**src/rtl/irq_mux_concentrator.sv**
```systemverilog
module irq_mux_concentrator #(
  parameter int NLINES = 8
) (
  input  logic                  clk,
  input  logic                  rst_n,
  input  logic [1:0]            mode,
  input  logic [4*NLINES-1:0]   src,
  output logic [NLINES-1:0]     line,
  output logic [1:0]            slot,
  input  logic                  acc_en,
  input  logic                  acc_wr,
  input  logic                  acc_super,
  output logic [4*NLINES-1:0]   rd_data,
  output logic                  rd_err
);
  localparam int NSLOT = 4;
  localparam int NSRC  = NSLOT * NLINES;

  logic [1:0]      mode_q, slot_q;
  logic [NSRC-1:0] pend;
  logic            chg;

  function automatic logic [NSRC-1:0] range_mask(input logic [1:0] m);
    return {NSRC{1'b1}} >> (NLINES * (3 - int'(m)));
  endfunction

  assign chg  = (mode != mode_q);
  assign slot = slot_q;
  assign line = src[NLINES*slot_q +: NLINES];

  always_ff @(posedge clk or negedge rst_n)
    if (!rst_n) begin
      mode_q <= 2'd0;
      slot_q <= 2'd0;
    end else if (chg) begin
      mode_q <= mode;
      slot_q <= 2'd0;
    end else begin
      slot_q <= (slot_q == mode_q) ? 2'd0 : slot_q + 2'd1;
    end

  for (genvar k = 0; k < NSLOT; k++) begin : g_slot
    always_ff @(posedge clk or negedge rst_n)
      if (!rst_n)
        pend[k*NLINES +: NLINES] <= '0;
      else if (chg) begin
        if (mode < 2'(k)) pend[k*NLINES +: NLINES] <= '0;
      end else if (slot_q == 2'(k))
        pend[k*NLINES +: NLINES] <= line;

    assert_hold_other_R4: assert property (@(posedge clk) disable iff (!rst_n)
      (!chg && slot_q != 2'(k)) |=> $stable(pend[k*NLINES +: NLINES]));
    assert_capture_R4: assert property (@(posedge clk) disable iff (!rst_n)
      (!chg && slot_q == 2'(k)) |=> pend[k*NLINES +: NLINES] == $past(line));
  end

  assign rd_data = (acc_en && !acc_wr && acc_super) ? pend : '0;
  assign rd_err  = acc_en && !acc_super;

  assert_slot_in_range_R2: assert property (@(posedge clk) disable iff (!rst_n)
    slot_q <= mode_q);
  assert_slot_wrap_R2: assert property (@(posedge clk) disable iff (!rst_n)
    (!chg && slot_q == mode_q) |=> slot_q == 2'd0);
  assert_slot_step_R2: assert property (@(posedge clk) disable iff (!rst_n)
    (!chg && slot_q != mode_q) |=> slot_q == $past(slot_q) + 2'd1);
  assert_restart_R6: assert property (@(posedge clk) disable iff (!rst_n)
    chg |=> (slot_q == 2'd0 && mode_q == $past(mode)));
  assert_out_of_range_clear_R6: assert property (@(posedge clk) disable iff (!rst_n)
    (pend & ~range_mask(mode_q)) == '0);
  assert_err_silent_R8: assert property (@(posedge clk) disable iff (!rst_n)
    rd_err |-> rd_data == '0);
endmodule

```
**config.mk**
```make
export PLATFORM = sky130hd
export DESIGN_NAME = irq_mux_concentrator
export DESIGN_NICKNAME = d
export VERILOG_FILES = /design/src/rtl/irq_mux_concentrator.sv
export SDC_FILE = /design/constraint.sdc
export NUM_CORES = 1
export LEC_CHECK = 0
export BUFFER_PORTS_ARGS = -buffer_cell sky130_fd_sc_hd__buf_2
export CAP_MARGIN = 20
export CELL_PAD_IN_SITES_DETAIL_PLACEMENT = 1
export CELL_PAD_IN_SITES_GLOBAL_PLACEMENT = 1
export CORE_MARGIN = 2
export CORE_UTILIZATION = 33
export DETAILED_ROUTE_END_ITERATION = 10
export GPL_TIMING_DRIVEN = 0
export HOLD_SLACK_MARGIN = 0.02
export PLACE_DENSITY_LB_ADDON = 0.1
export SLEW_MARGIN = 20
export SYNTH_ARGS = -nofsm -noshare
export SYNTH_HDL_FRONTEND = slang
export SYNTH_SLANG_ARGS = --single-unit
```
**constraint.sdc**
```tcl
create_clock -name clk -period 1.85 [get_ports clk]
set_input_delay 0.37 -clock clk [delete_from_list [all_inputs] [get_ports clk]]
set_output_delay 0.37 -clock clk [all_outputs]
set_load 0.005 [all_outputs]
```
Word level (Yosys, flattened, before mapping)

Cells that the tools add are included.

RAM bits: 0
Bits of input ports: 39
Register bits after elaboration: 36
Bits in latches: 0
Memories: 0
Word-level logic and storage cells: 50
ROM bits: 0

Multipliers: 0
Divide/modulo/power cells: 0
Bitwise logic cells: 0
Shifts and indexed selects: 1
Magnitude comparators: 4
Reduce and logical (&&, ||, !) cells: 14
$add $sub $neg: 1
Muxes and demuxes: 15
Eq/ne operators: 9

Operator list:

| cell                  | count |
|---|---|
| $mux W8               | 12 |
| $mux W32              | 1 |
| $shiftx A32 B6 Y8     | 1 |
| $ne A2 B1 Y1 const B  | 4 |
| $reduce_and A2 Y1     | 4 |
| $reduce_bool A2 Y1    | 4 |
| $eq A2 B2 Y1 const B  | 2 |
| $lt A2 B1 Y1 const B  | 2 |
| $lt A2 B2 Y1 const B  | 2 |
| $mux W2               | 2 |
| $logic_and A1 B1 Y1   | 3 |
| $add A2 B1 Y2 const B | 1 |
| $eq A2 B1 Y1 const B  | 1 |
| $eq A2 B2 Y1          | 1 |
| $logic_not A1 Y1      | 2 |
| $logic_not A2 Y1      | 1 |
| $ne A2 B2 Y1          | 1 |

Logic depth before layout (Yosys ltp)

Depth after elaboration: 4
Gate-level depth with buffers: 7
Depth with buffers taken out: 6

Least setup slack after synthesis

No wires, ideal clock.

Kind: register to register
Start point: reg slot_q[1] (netlist: slot[1])
End point: reg pend[10]
Buffers on the path: 1
Data arrival time: 1,700 ps
Setup time: 125 ps
Cell stages (with the launch flop): 8
Slack: 26 ps
Path through: dfrtp_1 buf_2 inv_1 ha_1 a21boi_0 a311oi_2 o211ai_2 mux2_2

Longest elaborated chain between the ends: 3
Elaborated cells between the ends (all ways): 6
Classes of those cells: eq/ne: 1; shift: 1; mux: 2; reduce/logical: 2

RTL lines:

| element                                                  | RTL line | RTL |
|---|---|---|
| start: declaration                                       | 19       | `logic [1:0] mode_q, slot_q;` |
| start signal: assignment                                 | 39       | `slot_q <= (slot_q == mode_q) ? 2'd0 : slot_q + 2'd1;` |
| $shiftx A32 B6 Y8 / $eq A2 B1 Y1 (equally long branches) | 29, 48   |  |
| $mux W8 / $reduce_bool A2 Y1 (equally long branches)     | --       |  |
| $mux W8 / $reduce_and A2 Y1 (equally long branches)      | --       |  |
| end signal: indexed assignment                           | 49       | `pend[k*NLINES +: NLINES] <= line;` |
| end: declaration                                         | 20       | `logic [NSRC-1:0] pend;` |

Parallel ways exist; a longest one is shown, timed or not. The select of a mux whose other input is x is not followed.
A chain may end at the register's enable or synchronous reset.

Worst setup path in the final report

Start point: reg slot_q[0] (netlist: slot[0])
End point: out line[4]

Longest elaborated chain between the ends: 1

RTL lines:

| element           | RTL line | RTL |
|---|---|---|
| $shiftx A32 B6 Y8 | 29       | `assign line = src[NLINES*slot_q +: NLINES];` |
| end: declaration  | 8        | `output logic [NLINES-1:0] line,` |

No other way between the ends.

==> flow_summary_export.csv <==
group,metric,value,unit
timing,slew_viol_final,0,
pwr,irDropWorstVdd,0.0003164,V
logic_synthesis,synthArstFlopShare,100.0,%
timing,rsz0062_at_grt,"yes",
global_routing,grt_pass1_wl,9163,um
setup_path,crit_buf_inv,2,
finish,n_antenna_cell,0,
logic_synthesis,synth_top_area_share,43.96,%
floorplanning,initial_utilization,34.41,%
route,drt-initial-drc-count,37,
placed_design,pre_cts_ws,-0.2627,ns
flow_run,maxCapViolations,0,
finish,num-fill-cells,689,
logic_synthesis,yosys.area.top_type,"dfrtp_1",
logic_synthesis,ys_warn_count,0,
setup_path,worstPathRequired,1.48,ns
setup_path,cp_max_fo,9,
route,route.detailed.drc,0,
logic_synthesis,ys_types,35,
finish,syn_to_final_growth,40.66,%
global_routing,grt_overflow,0,
setup_path,critPathLaunch,"slot[0]",
setup_path,r2r-start,"slot[0]",
logic_synthesis,synth-main-ff-cell,"dfrtp_1",
finish,drive_gt1_share,60.82,%
timing,post-route-min-period,1.903,ns
logic_synthesis,synth_edf_count,0,
placed_design,gp_congestion,0.7055,
timing,tightest_slew,0.8145,ns
timing,fin_tns_setup,-0.3229,ns
setup_path,end_kind,"output port",
logic_synthesis,ys_seq_area_share,43.96,%
global_routing,grt_max_degree,37,
global_routing,grt.total_usage,16.81,%
global_routing,grt-busiest-layer,"met2",
finish,regArea,902.1,um2
clock_network,cts_made_buffers,5,
pwr,cellPowerDensity,745.9,nW/um2
status,violations,"setup timing",
setup_path,worstSetupStartpointType,"flip-flop",
clock_network,cts_tree,"built",
logic_synthesis,synth.area.top_cells,"dfrtp_1, mux2_2, and2_1, mux4_2, a22o_2",
setup_path,worst_path_dominant_cell_family,"multiplexers",
timing,finalCritPeriodShare,102.9,%
global_routing,met3_usage,2.982,%
logic_synthesis,netlist_area,2049,um2
floorplanning,std_cell_rows,28,
floorplanning,die_area,6857,um2
clock_network,ctsLongestPathBuffers,2,
logic_synthesis,synthCells,164,
clock_network,h-tree-depth,2,
route,vias,1675,
timing,fmax,525.5,MHz
setup_path,cpPeakStageDelay,0.52,ns
setup_path,critPathKind,"reg -> out",
floorplanning,coreArea,5956,um2
setup_path,critical_path.cell_chain,"buf_12 -> mux4_2 -> buf_2",
finish,nets,311,
placed_design,place_area,2544,um2
clock_network,path_clk_slew,0.07,ns
placed_design,port_buffers,80,
timing,worst_slack,-0.05289,ns
clock_network,cts-root-buf,"clkbuf_8",
global_routing,use_met2,29.11,%
finish,multiInputGateArea,1124,um2
finish,final_cell_area,2883,um2
logic_synthesis,synth_fp_nets,207,
timing,relSlewSlack,45.70,%
route,drtPass1Iterations,4,
timing,hold_violations,0,
global_routing,antenna_found_initial,0,
clock_network,clkLatencyLatePin,0.29,ns
setup_path,slowest_stage,"mux4_2",
worst_hold_path,min_path_type,"in -> async",
timing,setup_viol,13,
floorplanning,io_pins,82,
placed_design,dp_hpwl,4099,um
clock_network,cts_sinks,36,
pwr,finalPower,2.150,mW
status,outcome,"finished with violations",
logic_synthesis,synth_most_common_cell,"dfrtp_1",
route,viasPerCell,4.883,
clock_network,cts_hold_buf,0,
global_routing,grt_util_met1,21.67,%
logic_synthesis,ys_ff_latch,36,
logic_synthesis,syn_area_per_cell,12.50,um2
logic_synthesis,netlist_top_cells_count,"dfrtp_1, and2_1, mux2_2",
setup_path,worstPathArrival,1.53,ns
route,wl_per_cell,16.25,um
floorplanning,die_w,82.81,um
route,finalWirelength,5573,um
global_routing,grt_pass1_vias,1722,
pwr,power.leakage,1.514,nW
route,final_antenna_net_count,0,
timing,worst_clock_skew,0.003259,ns
floorplanning,die_h,82.81,um
==> through the flow <==
stage	hold slack (ns)	util, %	cells
detailed placement	0.4758	42.71	319
finish	0.1750	48.40	343
global placement	0.4652	42.71	319
floorplan	0.07441	-	164
global route	0.2391	48.40	343
CTS	0.1954	47.33	340
==> logic make-up (layout without fill, tap and decap cells) <==
family                   Yosys count  count (layout)  share of synthesized area, %
buffers and inverters             16             120                         3.906
adder cells (fa/ha/maj)            4               4                         2.442
XOR/XNOR                           4               4                         2.076
multiplexers                      32              32                         22.16
flip-flops                        36              36                         43.96
AO/OA/AOI/OAI                     19              19                         9.463
AND/OR/NAND/NOR                   53              53                         16.00
==> per-layer routing <==
layer	wire length (um)	vias up	share of wire, %
li1	-	788	-
met1	2315	843	42
met2	3002	40	54
met3	219	4	3.9
met4	36	0	0.65
met5	0	-	0
==> sequential cells by signal (all words and copies together), names as in the netlist <==
register and count:
pend 32, mode_q 2, slot 2
==> timing repair <==
action	4_1_cts	5_1_grt
setup endpoints to repair	28	68
pin swaps	4	0
gates resized for setup	13	13
gates cloned	0	0
endpoints found under the hold margin	0	0
setup buffers	14	3
==> report_power, final <==
part	internal [mW]	switching [mW]
clock	0.332	0.275
sequential	0.916	0.0567
combinational	0.330	0.240
==> path summary, 6_finish.rpt <==
kind	slack (ns)	end	depth (start not counted)
setup reg to reg	-0.03	pend[15]	7
max in group asynchronous	1.12	slot[0]	1
setup / recovery	-0.05	line[4]	3
hold reg to reg	0.49	pend[4]	1
min in group clk	0.37	mode_q[0]	2
hold / removal	0.17	pend[28]	1
==> cell usage in the layout, fill, tap and decap left out, types with 3 or more instances in the layout <==
cell and instances:
a22o_1 3, a22o_2 5, and2_1 32, and3_1 6
and3_4 3, buf_12 4, buf_2 82, buf_4 15
clkbuf_1 3, clkbuf_2 3, clkbuf_8 7, dfrtp_1 35
ha_1 3, inv_1 3, mux2_2 21, mux4_2 8
nand2b_1 3
==> cell type report <==
type | count | area share (%)
plain buffers | 12 | 2.995
repair buffers | 97 | 19.62
inverters | 4 | 0.5208
multi-input cells | 112 | 38.98
well taps | 75 | 3.255
flip-flops and latches | 36 | 31.29
clock buffers | 7 | 3.342
No activity file was read; power rests on OpenSTA's default activity.
